<file path="config.mk">
export PLATFORM = sky130hd
export DESIGN_NAME = cmdslot_regs
export DESIGN_NICKNAME = d
export VERILOG_FILES = /design/src/rtl/cmdslot_pkg.sv /design/src/rtl/cmdslot_addr_dec.sv /design/src/rtl/cmdslot_fall_det.sv /design/src/rtl/cmdslot_port_bank.sv /design/src/rtl/cmdslot_regs.sv
export SDC_FILE = /design/constraint.sdc
export NUM_CORES = 1
export LEC_CHECK = 0
export BUFFER_PORTS_ARGS = -buffer_cell sky130_fd_sc_hd__buf_2
export CORE_UTILIZATION = 50
export CTS_BUF_LIST = sky130_fd_sc_hd__clkbuf_8
export DETAILED_ROUTE_END_ITERATION = 10
export GPL_ROUTABILITY_DRIVEN = 0
export PLACE_DENSITY = 0.9
export SETUP_SLACK_MARGIN = 0.5
export SYNTH_ARGS = -nofsm -noshare
export SYNTH_HDL_FRONTEND = slang
export SYNTH_SLANG_ARGS = --single-unit
export TNS_END_PERCENT = 100
</file>
<file path="constraint.sdc">
create_clock -name clk -period 3.96 [get_ports clk]
set_clock_uncertainty 0.05 [all_clocks]
set_input_delay 0.792 -clock clk [delete_from_list [all_inputs] [get_ports clk]]
set_output_delay 0.792 -clock clk [all_outputs]
set_load 0.005 [all_outputs]
</file>
<file path="src/rtl/cmdslot_pkg.sv">
package cmdslot_pkg;

  function automatic logic [31:0] slot_onehot(input logic [4:0] idx);
    logic [31:0] v;
    v = '0;
    v[idx] = 1'b1;
    return v;
  endfunction

endpackage

</file>
<file path="src/rtl/cmdslot_addr_dec.sv">
module cmdslot_addr_dec #(
  parameter int NPORTS      = 2,
  parameter int ADDR_W      = 12,
  parameter int PORT_BASE   = 'h100,
  parameter int PORT_STRIDE = 'h80,
  parameter int ACT_OFS     = 'h34,
  parameter int ISS_OFS     = 'h38
) (
  input  logic [ADDR_W-1:0] addr,
  output logic [NPORTS-1:0] act_sel,
  output logic [NPORTS-1:0] iss_sel,
  output logic              hit
);

  for (genvar p = 0; p < NPORTS; p++) begin : g_port
    localparam logic [ADDR_W-1:0] ACT_ADDR = ADDR_W'(PORT_BASE + p*PORT_STRIDE + ACT_OFS);
    localparam logic [ADDR_W-1:0] ISS_ADDR = ADDR_W'(PORT_BASE + p*PORT_STRIDE + ISS_OFS);
    assign act_sel[p] = (addr == ACT_ADDR);
    assign iss_sel[p] = (addr == ISS_ADDR);
  end

  assign hit = |{act_sel, iss_sel};

endmodule

</file>
<file path="src/rtl/cmdslot_fall_det.sv">
module cmdslot_fall_det #(
  parameter int NPORTS = 2
) (
  input  logic              clk,
  input  logic              rst,
  input  logic [NPORTS-1:0] start,
  output logic [NPORTS-1:0] fall
);

  logic [NPORTS-1:0] start_q;

  always_ff @(posedge clk) begin
    if (rst) start_q <= '0;
    else     start_q <= start;
  end

  assign fall = start_q & ~start;

endmodule

</file>
<file path="src/rtl/cmdslot_port_bank.sv">
module cmdslot_port_bank
  import cmdslot_pkg::*;
#(
  parameter int SLOTS  = 32,
  parameter int SLOT_W = $clog2(SLOTS)
) (
  input  logic              clk,
  input  logic              rst,
  input  logic              fall,
  input  logic [SLOTS-1:0]  act_set,
  input  logic [SLOTS-1:0]  iss_set,
  input  logic              sdb_valid,
  input  logic [SLOTS-1:0]  sdb_mask,
  input  logic              d2h_valid,
  input  logic [SLOT_W-1:0] d2h_slot,
  output logic [SLOTS-1:0]  act_q,
  output logic [SLOTS-1:0]  iss_q
);

  logic [SLOTS-1:0] act_clr;
  logic [SLOTS-1:0] iss_clr;

  always_comb begin
    act_clr = sdb_valid ? sdb_mask : '0;
    iss_clr = '0;
    if (d2h_valid) iss_clr[d2h_slot] = 1'b1;
  end

  always_ff @(posedge clk) begin
    if (rst || fall) begin
      act_q <= '0;
      iss_q <= '0;
    end else begin
      act_q <= (act_q | act_set) & ~act_clr;
      iss_q <= (iss_q | iss_set) & ~iss_clr;
    end
  end

  // no bit rises without a software set behind it
  p_set_only_by_sw_r3: assert property (@(posedge clk) disable iff (rst)
    1'b1 |=> (((act_q & ~$past(act_q) & ~$past(act_set)) == '0) &&
              ((iss_q & ~$past(iss_q) & ~$past(iss_set)) == '0)));

  p_sdb_clears_r4: assert property (@(posedge clk) disable iff (rst)
    sdb_valid |=> ((act_q & $past(sdb_mask)) == '0));

  p_d2h_clears_r5: assert property (@(posedge clk) disable iff (rst)
    d2h_valid |=> (iss_q[$past(d2h_slot)] == 1'b0));

  p_hw_wins_r6: assert property (@(posedge clk) disable iff (rst)
    (|(act_set & sdb_mask) && sdb_valid) |=> ((act_q & $past(act_set & sdb_mask)) == '0));

  p_fall_clears_r7: assert property (@(posedge clk) disable iff (rst)
    fall |=> (act_q == '0 && iss_q == '0));

endmodule

</file>
<file path="src/rtl/cmdslot_regs.sv">
module cmdslot_regs
  import cmdslot_pkg::*;
#(
  parameter int NPORTS      = 2,
  parameter int SLOTS       = 32,
  parameter int ADDR_W      = 12,
  parameter int PORT_BASE   = 'h100,
  parameter int PORT_STRIDE = 'h80,
  parameter int ACT_OFS     = 'h34,
  parameter int ISS_OFS     = 'h38,
  localparam int SLOT_W     = $clog2(SLOTS)
) (
  input  logic                     clk,
  input  logic                     rst,
  input  logic                     bus_wr_en,
  input  logic [ADDR_W-1:0]        bus_addr,
  input  logic [SLOTS-1:0]         bus_wdata,
  output logic [SLOTS-1:0]         bus_rdata,
  input  logic [NPORTS-1:0]        port_start,
  input  logic [NPORTS-1:0]        sdb_valid,
  input  logic [NPORTS*SLOTS-1:0]  sdb_mask,
  input  logic [NPORTS-1:0]        d2h_clr_valid,
  input  logic [NPORTS*SLOT_W-1:0] d2h_clr_slot,
  output logic [NPORTS*SLOTS-1:0]  issue_vec,
  output logic [NPORTS*SLOTS-1:0]  active_vec
);

  logic [NPORTS-1:0] act_sel;
  logic [NPORTS-1:0] iss_sel;
  logic              addr_hit;
  logic [NPORTS-1:0] fall;
  logic [SLOTS-1:0]  act_q [NPORTS];
  logic [SLOTS-1:0]  iss_q [NPORTS];
  logic [SLOTS-1:0]  rd_mux;

  cmdslot_addr_dec #(
    .NPORTS(NPORTS), .ADDR_W(ADDR_W), .PORT_BASE(PORT_BASE),
    .PORT_STRIDE(PORT_STRIDE), .ACT_OFS(ACT_OFS), .ISS_OFS(ISS_OFS)
  ) u_dec (
    .addr(bus_addr), .act_sel(act_sel), .iss_sel(iss_sel), .hit(addr_hit)
  );

  cmdslot_fall_det #(.NPORTS(NPORTS)) u_fall (
    .clk(clk), .rst(rst), .start(port_start), .fall(fall)
  );

  for (genvar p = 0; p < NPORTS; p++) begin : g_bank
    logic [SLOTS-1:0] act_set;
    logic [SLOTS-1:0] iss_set;
    assign act_set = (bus_wr_en && act_sel[p]) ? bus_wdata : '0;
    assign iss_set = (bus_wr_en && iss_sel[p]) ? bus_wdata : '0;

    cmdslot_port_bank #(.SLOTS(SLOTS), .SLOT_W(SLOT_W)) u_bank (
      .clk(clk), .rst(rst), .fall(fall[p]),
      .act_set(act_set), .iss_set(iss_set),
      .sdb_valid(sdb_valid[p]), .sdb_mask(sdb_mask[p*SLOTS +: SLOTS]),
      .d2h_valid(d2h_clr_valid[p]), .d2h_slot(d2h_clr_slot[p*SLOT_W +: SLOT_W]),
      .act_q(act_q[p]), .iss_q(iss_q[p])
    );

    assign active_vec[p*SLOTS +: SLOTS] = act_q[p];
    assign issue_vec[p*SLOTS +: SLOTS]  = iss_q[p];
  end

  always_comb begin
    rd_mux = '0;
    for (int p = 0; p < NPORTS; p++) begin
      if (act_sel[p]) rd_mux = rd_mux | act_q[p];
      if (iss_sel[p]) rd_mux = rd_mux | iss_q[p];
    end
  end

  always_ff @(posedge clk) begin
    if (rst) bus_rdata <= '0;
    else     bus_rdata <= rd_mux;
  end

  p_onehot_sel_r2: assert property (@(posedge clk) disable iff (rst)
    $onehot0({act_sel, iss_sel}));

  p_miss_reads_zero_r9: assert property (@(posedge clk) disable iff (rst)
    !addr_hit |=> (bus_rdata == '0));

  p_miss_no_write_r9: assert property (@(posedge clk) disable iff (rst)
    (bus_wr_en && !addr_hit) |=> (active_vec & ~$past(active_vec)) == '0 &&
                                 (issue_vec & ~$past(issue_vec)) == '0);

endmodule

</file>
==> results of run 1 <==
[power breakdown]
part	internal, mW	leakage [nW]	switching (mW)
registers	1.63	1.30	0.000589
clock network	0.564	0.189	0.668
logic	0.0912	1.96	0.215
[tightest hold or removal path: stages, from the launching register on]
cell and delay (ns):
dfxtp_1 0.33, inv_1 0.05, a221oi_1 0.06
[sequential cells by signal, indices dropped and copies added, names as in the netlist]
name	flops
g_bank.u_bank.act_q	64
g_bank.u_bank.iss_q	64
bus_rdata	32
u_fall.start_q	2
[synth_stat cells]
| cell type | number |
|---|---|
| a211oi_1 | 136 |
| a21o_1 | 2 |
| a221oi_1 | 56 |
| a22oi_1 | 32 |
| a41oi_1 | 104 |
| and2_1 | 2 |
| and4b_1 | 1 |
| and4bb_2 | 30 |
| buf_1 | 13 |
| buf_2 | 21 |
| buf_4 | 2 |
| clkbuf_1 | 64 |
| dfxtp_1 | 162 |
| inv_1 | 26 |
| nand2_1 | 4 |
| nand2b_1 | 6 |
| nand3_1 | 1 |
| nand4_1 | 24 |
| nor2_1 | 17 |
| nor2b_1 | 6 |
| nor3_1 | 4 |
| nor4b_4 | 2 |
| nor4bb_1 | 4 |
[path summary, 6_finish.rpt]
path / depth (start not counted) / startpoint / end / slack [ns]
max: 5 / bus_addr[6] / g_bank[0].u_bank.iss_q[19] / 1.86
min reg2reg: 2 / g_bank[1].u_bank.act_q[20] / g_bank[1].u_bank.act_q[20] / 0.44
min: 2 / g_bank[1].u_bank.act_q[20] / g_bank[1].u_bank.act_q[20] / 0.44
max reg2reg: 3 / u_fall.start_q[0] / g_bank[0].u_bank.iss_q[13] / 2.13
[per-stage QoR]
stage          instances  worst slack [ns]  total power [mW]  instance area [um^2]
2_1_floorplan        719              1.97              1.83                  7240
3_3_place_gp        1100              1.54              1.96                  8670
3_5_place_dp        1100              1.45              1.96                  8670
4_1_cts             1132              1.91              3.15                  9050
5_1_grt             1132              1.81              3.25                  9050
6_report            1133              1.86              3.17                  9060
[layer usage]
layer | GRT usage [%] | wire length (um)
met2 | 58.0 | 12900
met1 | 43.5 | 10100
met5 | 0 | 13
met3 | 8.13 | 3110
met4 | 19.9 | 1280
[cell usage in the layout, fill, tap and decap left out, types with 5 or more instances in the layout]
cell,instances
a211oi_1,136
a22oi_1,32
dfxtp_1,162
nor2_1,17
a41oi_1,104
a221oi_1,56
inv_1,26
buf_2,286
nand2b_1,6
clkbuf_8,17
buf_4,13
inv_6,5
and4bb_2,30
nand4_1,24
[logic make-up (layout without fill, tap and decap cells)]
| logic type | count (synthesis) | in the layout | synth area share [%] |
|---|---|---|---|
| simple gates | 101 | 101 | 11.2 |
| flops | 162 | 162 | 44.8 |
| other cells | 0 | 1 | 0 |
| buf+inv | 126 | 359 | 7.00 |
| compound gates | 330 | 330 | 37.0 |
[cell type report]
| class | count | area [um^2] |
|---|---|---|
| antenna | 1 | 2.50 |
| clock buffer | 17 | 234 |
| clock inverter | 15 | 154 |
| fill | 1139 | 4930 |
| inverter | 26 | 97.6 |
| multi-input combinational | 431 | 3530 |
| sequential | 162 | 3240 |
| tap | 180 | 225 |
| timing repair buffer | 301 | 1570 |
==> results.toml, run 1 <==
[sta]
rsz0062_at_grt = "false"
worst_pin_slew_ns = 1.35
whs_ns = 0.438
tns_ns = 0
drv_slew = 0
slew_headroom_pct = 10.1
finalHoldViolCount = 0
min_period_over_period_pct = 53.1
max_freq_mhz = 475
setup_violations = 0
period_needed_ns = 2.10

[clocking]
cts_buffers = 17
cts-hold-fix-buffers = 0
clockBufferDepth = 2
cts_tree = "yes"
cts_setup_buffers = 0
clockRootBuffer = "clkbuf_8"
cts.sinks = 162
cts_resized = 0
insertion_delay_ns = 0.47
htreeDepth = 4
clk_pin_slew_ns = 0.09

[final_layout]
synthToLayoutAreaGrowth_pct = 25.1
finish.utilization_pct = 64.7
nets = 1066
drive_gt1_share_pct = 39.1

[floorplan]
io-pin-count = 287
dieWidth_um = 122
core_area_um2 = 14000
num_rows = 43
start_util_pct = 51.8
dieArea_um2 = 15000
die_h_um = 122

[worst_setup_path]
path_max_fanout = 64
critical_path_class = "in -> reg"
crit_path_cell_trace = "buf_2 -> nor4bb_4 -> buf_4 -> nand4_1 -> a221oi_1"
worstPathBufferInverterCount = 2
endpoint_kind = "flip-flop"
cp_slowest_cell = "buf_4"
cp-start-kind = "input port"
cp.arrival_ns = 2.40
crit_required_ns = 4.26
slowest_delay_ns = 0.61
cpLargestDelayFamily = "buffers and inverters"

[min_path]
hold_path_class = "reg -> reg"

[synthesis]
synth_cells = 719
syn_nets = 846
yosys.area.top_type = "dfxtp_1"
syn_area_per_cell_um2 = 10.1
ys_top_cells_by_area = "dfxtp_1 45%, a211oi_1 14%, a41oi_1 13%"
synth_cell_types = 23
ys_seq_area_share_pct = 44.8
yosysTopAreaCellShare_pct = 44.8
ys.warnings.count = 0
mappedNetlistArea_um2 = 7240
synth_seq_cells = 162

[detailed_routing]
firstDrtPassIters = 6
vias = 8020
ant_nets = 0
drc_errors = 0
viasPerCell = 7.08
first_iter_violations = 979
wl_per_cell_um = 24.2
drt-total-wl_um = 27400

[grt]
antenna_found_initial = 1
grt_pass1_vias = 7370
grt_max_degree = 105
grt_pass1_wl_um = 40700
grt_usage_pct = 35.7
grt_overflow_total = 0

[run_status]
outcome = "completed"

[power_and_ir_drop]
peakVddDrop_mv = 0.214
leakage_nw = 3.46
powerDensity_nw_per_um2 = 350

[run]
max_cap_viol_count = 0

[place]
io_buffers = 286
place.detailed.hpwl_um = 17500
(Power assumes the default switching activity.)
==> run 2, diff against run 1 <==
==> constraint.sdc (replaced) <==
create_clock -name clk -period 2.2 [get_ports clk]
set_clock_uncertainty 0.05 [all_clocks]
set_input_delay 0.44 -clock clk [delete_from_list [all_inputs] [get_ports clk]]
set_output_delay 0.44 -clock clk [all_outputs]
set_load 0.005 [all_outputs]
==> results.toml, run 2 (synthesized netlist as in run 1, its figures left out) <==
[floorplan]
num_rows = 43
core_area_um2 = 14000
start_util_pct = 51.8
die_h_um = 122
dieWidth_um = 122
io-pin-count = 287
dieArea_um2 = 15000

[place]
placed_cell_area_um2 = 8890
io_buffers = 286
pre_cts_slack_ns = 0.283
place.detailed.hpwl_um = 18100

[worst_setup_path]
ff2ff_path_depth = 3
cp.arrival_ns = 1.05
cp_slowest_cell = "dfxtp_1"
critical_path_class = "reg -> out"
slowest_delay_ns = 0.44
cp-start-kind = "flip-flop"
crit_path_cell_trace = "buf_2"
path_max_fanout = 3
worstPathBufferInverterCount = 1
endpoint_kind = "output port"
crit_required_ns = 1.71
cp.depth = 1
cpLargestDelayFamily = "flip-flops"

[sta]
max_freq_mhz = 649
period_needed_ns = 1.54
drv_slew = 0
whs_ns = 0.0944
setup_violations = 0
layout_setup_ws_ns = 0.658
worst_pin_slew_ns = 1.14
tns_ns = 0
min_period_over_period_pct = 70.1
slew_headroom_pct = 24.0
finalHoldViolCount = 0
rsz0062_at_grt = "false"

[clocking]
cts_tree = "yes"
clockRootBuffer = "clkbuf_8"
cts_resized = 0
insertion_delay_ns = 0.46
cts.sinks = 162
cts_buffers = 17
htreeDepth = 4
cts_setup_buffers = 0
clk_pin_slew_ns = 0.09
clockBufferDepth = 2
cts-hold-fix-buffers = 0

[grt]
antenna_found_initial = 1
grt_pass1_wl_um = 41200
grt_pass1_vias = 7445
grt_usage_pct = 36.3
grt_overflow_total = 0
grt_max_degree = 65

[power_and_ir_drop]
leakage_nw = 3.60
peakVddDrop_mv = 0.378
powerDensity_nw_per_um2 = 637

[min_path]
hold_path_class = "in -> reg"
hold_path_depth = 2

[final_layout]
finish.utilization_pct = 66.6
top_regs = "g_bank.u_bank.act_q: 64 flops, g_bank.u_bank.iss_q: 64 flops, bus_rdata: 32 flops"
final_cell_mix = "286 x buf_2, 162 x dfxtp_1, 136 x a211oi_1"
synthToLayoutAreaGrowth_pct = 28.7
stdcell_area_um2 = 9320
final_common_cell = "buf_2"
nets = 1082
drive_gt1_share_pct = 39.6

[detailed_routing]
firstDrtPassIters = 6
ant_nets = 0
drt-total-wl_um = 27700
wl_per_cell_um = 24.1
viasPerCell = 7.01
vias = 8045
drc_errors = 0
first_iter_violations = 1089

[run_status]
outcome = "completed"

[run]
max_cap_viol_count = 0
[run 2: cell count changes in the layout (fill, tap and decap cells not counted)]
cell        previous run  this run
buf_12                 2        10
buf_4                 13        21
inv_6                  5         0
bufinv_16              2         5
clkinvlp_4             4         1
inv_1                 26        29
clkinv_2               4         2
clkinv_4               0         2
[run 2: path summary, 6_finish.rpt]
| kind | slack [ns] | endpoint | startpoint |
|---|---|---|---|
| min reg2reg | 0.44 | g_bank[0].u_bank.act_q[20] | g_bank[0].u_bank.act_q[20] |
| max reg2reg | 0.98 | g_bank[1].u_bank.iss_q[12] | u_fall.start_q[1] |
| min | 0.09 | g_bank[1].u_bank.act_q[30] | sdb_mask[62] |
| max | 0.66 | issue_vec[63] | g_bank[1].u_bank.iss_q[31] |
[run 2: where the power goes]
part / switching [mW] / total [mW] / internal, mW
logic: 0.394 / 0.590 / 0.196
clock network: 1.09 / 2.41 / 1.32
registers: 0.000698 / 2.93 / 2.93
total: 1.49 / 5.94 / 4.45
[run 2: final cells by class]
cell class | count | area (um^2)
inverters | 26 | 97.6
well taps | 180 | 225
flip-flops and latches | 162 | 3240
repair buffers | 317 | 1790
diodes | 1 | 2.50
fillers | 1164 | 4670
multi-input cells | 431 | 3530
clock buffers | 17 | 234
clock inverters | 13 | 196
[run 2: through the flow]
step / cells / total power [mW]
after floorplan: 719 / 3.29
after global placement: 1116 / 3.56
after detailed placement: 1116 / 3.57
after CTS: 1146 / 5.92
after global routing: 1147 / 6.10
final: 1147 / 5.94
[run 2: layer usage]
layer | vias to the layer above | part of all wire [%] | wire [um] | GRT usage (%)
met3 | 108 | 11 | 3170 | 9.01
met4 | 0 | 4.4 | 1230 | 18.9
met1 | 3771 | 37 | 10300 | 44.7
met2 | 657 | 47 | 13000 | 58.5
li1 | 3509 | - | - | -
met5 | - | 0 | 0 | 0
==> run 3, diff against run 2 <==
--- a/config.mk
+++ b/config.mk
@@ -5,12 +5,13 @@
 export SDC_FILE = /design/constraint.sdc
 export NUM_CORES = 1
 export LEC_CHECK = 0
+export ABC_AREA = 1
 export BUFFER_PORTS_ARGS = -buffer_cell sky130_fd_sc_hd__buf_2
-export CORE_UTILIZATION = 50
+export CORE_UTILIZATION = 47
 export CTS_BUF_LIST = sky130_fd_sc_hd__clkbuf_8
 export DETAILED_ROUTE_END_ITERATION = 10
 export GPL_ROUTABILITY_DRIVEN = 0
-export PLACE_DENSITY = 0.9
+export PLACE_DENSITY = 0.87
 export SETUP_SLACK_MARGIN = 0.5
 export SYNTH_ARGS = -nofsm -noshare
 export SYNTH_HDL_FRONTEND = slang
==> constraint.sdc (replaced) <==
create_clock -name clk -period 1.4 [get_ports clk]
set_clock_uncertainty 0.05 [all_clocks]
set_input_delay 0.28 -clock clk [delete_from_list [all_inputs] [get_ports clk]]
set_output_delay 0.28 -clock clk [all_outputs]
set_load 0.005 [all_outputs]
==> results.toml, run 3 <==
[place]
place.detailed.hpwl_um = 20100
io_buffers = 286
pre_cts_slack_ns = -0.133
placed_cell_area_um2 = 10000

[synthesis]
yosysTopAreaCellShare_pct = 40.5
ys_seq_area_share_pct = 40.5
mappedNetlistArea_um2 = 8010
yosys.area.top_type = "dfxtp_1"
synth_cell_types = 23
yosysMostFrequentCell = "nand2_1"
synth_cells = 1201
syn_area_per_cell_um2 = 6.67
ys.warnings.count = 0
synth_top_cells_by_count = "314 x nand2_1, 162 x dfxtp_1, 153 x inv_1"
synth_seq_cells = 162
synthArstFlopShare_pct = 0
ys_top_cells_by_area = "dfxtp_1 40%, nand2_1 15%, nand4_1 10%"
syn_nets = 1328
synth_edf_count = 0
synth-main-ff-cell = "dfxtp_1"

[floorplan]
dieWidth_um = 133
io-pin-count = 287
num_rows = 47
die_h_um = 133
start_util_pct = 48.3

[clocking]
cts_buffers = 17
htreeDepth = 4
cts.sinks = 162
clockBufferDepth = 2
clockRootBuffer = "clkbuf_8"

[grt]
grt_max_degree = 51

[sta]
worst-endpoint-pin-kind = "sequential cell input"
crit_endpoint = "g_bank[1].u_bank.iss_q[2]$_SDFF_PP0_/D"

[run_status]
outcome = "did not finish"
stop_stage = "5_1_grt"
stop_error = "[ERROR DPL-0038] Utilization greater than 100%, impossible to legalize"
[run 3: changes by cell type after synthesis, moves of 109 or more]
cell and delta:
a211oi_1 -136, nand2_1 +310, a21oi_1 +128, nand3_1 +109
inv_1 +127
[run 3: timing repair]
action,in CTS
hold buffers,27
setup buffers,159
endpoints found under the setup margin,320
resized for setup,543
pin swaps,95
hold endpoints to repair,27
cloned,43
[run 3: cells by family after synthesis]
family / Yosys count / share of synthesized area [%]
buffers and inverters: 242 / 12.9
AOI/OAI and AO/OA: 154 / 9.87
DFF: 162 / 40.5
and+or+nand+nor: 643 / 36.7
[run 3: per-stage QoR]
stage	setup TNS, ns	instances	util, %
3_3_place_gp	-3.39	1670	60.4
2_1_floorplan	0	1201	-
4_1_cts	0	1930	90.5
3_5_place_dp	-7.93	1670	60.4
==> run 4, diff against run 3 <==
--- a/config.mk
+++ b/config.mk
@@ -7,12 +7,10 @@
 export LEC_CHECK = 0
 export ABC_AREA = 1
 export BUFFER_PORTS_ARGS = -buffer_cell sky130_fd_sc_hd__buf_2
-export CORE_UTILIZATION = 47
-export CTS_BUF_LIST = sky130_fd_sc_hd__clkbuf_8
+export CORE_UTILIZATION = 35
 export DETAILED_ROUTE_END_ITERATION = 10
 export GPL_ROUTABILITY_DRIVEN = 0
-export PLACE_DENSITY = 0.87
-export SETUP_SLACK_MARGIN = 0.5
+export PLACE_DENSITY_LB_ADDON = 0.15
 export SYNTH_ARGS = -nofsm -noshare
 export SYNTH_HDL_FRONTEND = slang
 export SYNTH_SLANG_ARGS = --single-unit
==> constraint.sdc (replaced) <==
create_clock -name clk -period 1.8 [get_ports clk]
set_clock_uncertainty 0.05 [all_clocks]
set_input_delay 0.36 -clock clk [delete_from_list [all_inputs] [get_ports clk]]
set_output_delay 0.36 -clock clk [all_outputs]
set_load 0.005 [all_outputs]
==> results.toml, run 4 <==
[run_status]
outcome = "completed"

[min_path]
hold_path_class = "in -> reg"
hp-start = "sdb_mask[41]"
min_to = "g_bank[1].u_bank.act_q[9]"
hold_path_depth = 4

[worst_setup_path]
cpLargestDelayFamily = "flip-flops"
reg2reg_slack_ns = 0.57
critical_path_class = "reg -> out"
timing.rr.end = "g_bank[0].u_bank.iss_q[23]"
endpoint_kind = "output port"
crit_path_cell_trace = "buf_2"
ff2ff_path_depth = 4
path_max_fanout = 3
cp-start-kind = "flip-flop"
r2r_start = "u_fall.start_q[0]"
cp_slowest_cell = "dfxtp_1"
worstPathBufferInverterCount = 1
slowest_delay_ns = 0.40
crit_required_ns = 1.39
cp.arrival_ns = 0.96

[sta]
slew_headroom_pct = 65.4
drv_slew = 0
rsz0062_at_grt = "false"
finalHoldViolCount = 0
max_freq_mhz = 728
min_period_over_period_pct = 76.3
whs_ns = 0.126
layout_setup_ws_ns = 0.426
setup_violations = 0
tns_ns = 0
period_needed_ns = 1.37
worst_pin_slew_ns = 0.515

[power_and_ir_drop]
powerDensity_nw_per_um2 = 773
switching_share_pct = 25.1
leakage_nw = 4.77
combPwrFrac_pct = 8.8
pwr-share-seq_pct = 44.5
p_int_mw = 6.04
p_sw_mw = 2.02
peakVddDrop_mv = 0.579
clkPwrFrac_pct = 46.7

[detailed_routing]
wl_per_cell_um = 16.8
drt-total-wl_um = 29500
viasPerCell = 5.03
vias = 8804
drc_errors = 0
firstDrtPassIters = 5
first_iter_violations = 556
ant_nets = 0

[synthesis]
synth-main-ff-cell = "dfxtp_1"
synthXorXnorAreaFrac_pct = 0
synth_edf_count = 0
synth_cells = 1201
synth_seq_cells = 162
synthArstFlopShare_pct = 0
ys.warnings.count = 0
synth_cell_types = 23
yosysMostFrequentCell = "nand2_1"
ys_top_cells_by_area = "dfxtp_1 40%, nand2_1 15%, nand4_1 10%"
synth_top_family_by_area = "simple AND/OR/NAND/NOR gates"
syn_nets = 1328
mappedNetlistArea_um2 = 8010
syn_area_per_cell_um2 = 6.67
synth_top_cells_by_count = "314 x nand2_1, 162 x dfxtp_1, 153 x inv_1"
synth-simple-area-share_pct = 36.7
synth-adder-area-share_pct = 0
synth_compound_area_share_pct = 9.87
synthMuxAreaShare_pct = 0
ys_seq_area_share_pct = 40.5
yosys.area.top_type = "dfxtp_1"
yosysTopAreaCellShare_pct = 40.5

[final_layout]
top_regs = "g_bank.u_bank.act_q: 64 flops, g_bank.u_bank.iss_q: 64 flops, bus_rdata: 32 flops"
drive_gt1_share_pct = 25.2
nets = 1586
final_common_cell = "nand2_1"
multi_input_area_um2 = 3760
final_cell_mix = "314 x nand2_1, 285 x buf_2, 162 x dfxtp_1"
finish.utilization_pct = 47.1
regArea_um2 = 3240
synthToLayoutAreaGrowth_pct = 30.3
nFillCells = 2402

[place]
pre_cts_slack_ns = 0.0777
place.detailed.hpwl_um = 21200
io_buffers = 286

[grt]
antenna_found_initial = 1
grt_usage_pct = 25.3
grt_overflow_total = 0
grtUsageMet1_pct = 33.3
grt_pass1_vias = 8300
met2_usage_pct = 42.6
use_met3_pct = 4.65
top_usage_layer = "met2"
grt_max_degree = 49
grt_pass1_wl_um = 46300

[floorplan]
start_util_pct = 36.1
core_area_um2 = 22200
io-pin-count = 287
num_rows = 54
dieArea_um2 = 23500
dieWidth_um = 153
die_h_um = 153

[clocking]
clockBufferDepth = 2
cts_resized = 0
cts_tree = "yes"
cts_buffers = 17
clockRootBuffer = "clkbuf_16"
cts-hold-fix-buffers = 0
htreeDepth = 4
cts.sinks = 162
insertion_delay_ns = 0.42
cts_setup_buffers = 0
clk_pin_slew_ns = 0.07

[run]
max_cap_viol_count = 0
==> run 4: tightest hold or removal path: cells and delay by family <==
kind	cells	cell delay [ns]
AOI/OAI and AO/OA	1	0.03
buffers and inverters	1	0.07
and+or+nand+nor	2	0.09
==> run 4: power groups by stage <==
stage	clock network [mW]	logic, mW	registers (mW)
4_1_cts	3.85	0.715	3.59
5_1_grt	3.98	0.788	3.59
2_1_floorplan	0	0.326	3.67
3_5_place_dp	0	0.711	3.67
6_report	3.77	0.710	3.59
3_3_place_gp	0	0.710	3.67
==> run 4: per-stage QoR <==
stage	cell area (um^2)	instances	power, mW
2_1_floorplan	8010	1201	3.99
3_3_place_gp	9840	1720	4.38
3_5_place_dp	9840	1720	4.38
4_1_cts	10400	1751	8.15
5_1_grt	10400	1751	8.35
6_report	10400	1752	8.07
==> run 4: cell type report <==
type / instances / share of cell area, %
repair buffers: 327 / 18.2
diodes: 1 / 0.0240
clock inverters: 12 / 1.49
inverters: 154 / 5.54
clock buffers: 19 / 4.24
flip-flops and latches: 162 / 31.1
multi-input cells: 797 / 36.0
well taps: 280 / 3.36
==> run 4: cells by family after synthesis <==
kind of cell | after synthesis
AO/OA/AOI/OAI | 154
buffers and inverters | 242
AND/OR/NAND/NOR | 643
flip-flops | 162
==> run 4: worst max-delay path by stage <==
stage	cells past startpoint	end	from
after floorplan	8	g_bank[1].u_bank.act_q[10]	bus_addr[11]
after global placement	9	g_bank[1].u_bank.act_q[24]	bus_addr[11]
after detailed placement	9	g_bank[1].u_bank.act_q[19]	bus_addr[11]
after CTS	1	issue_vec[29]	g_bank[0].u_bank.iss_q[29]
after global routing	9	g_bank[1].u_bank.act_q[17]	bus_addr[11]
final	1	issue_vec[35]	g_bank[1].u_bank.iss_q[3]
==> run 4: routing by layer <==
metal / vias up / part of all wire, %
li1: 4446 / -
met4: 0 / 0.97
met1: 4056 / 45
met5: - / 0
met3: 19 / 5.8
met2: 283 / 48
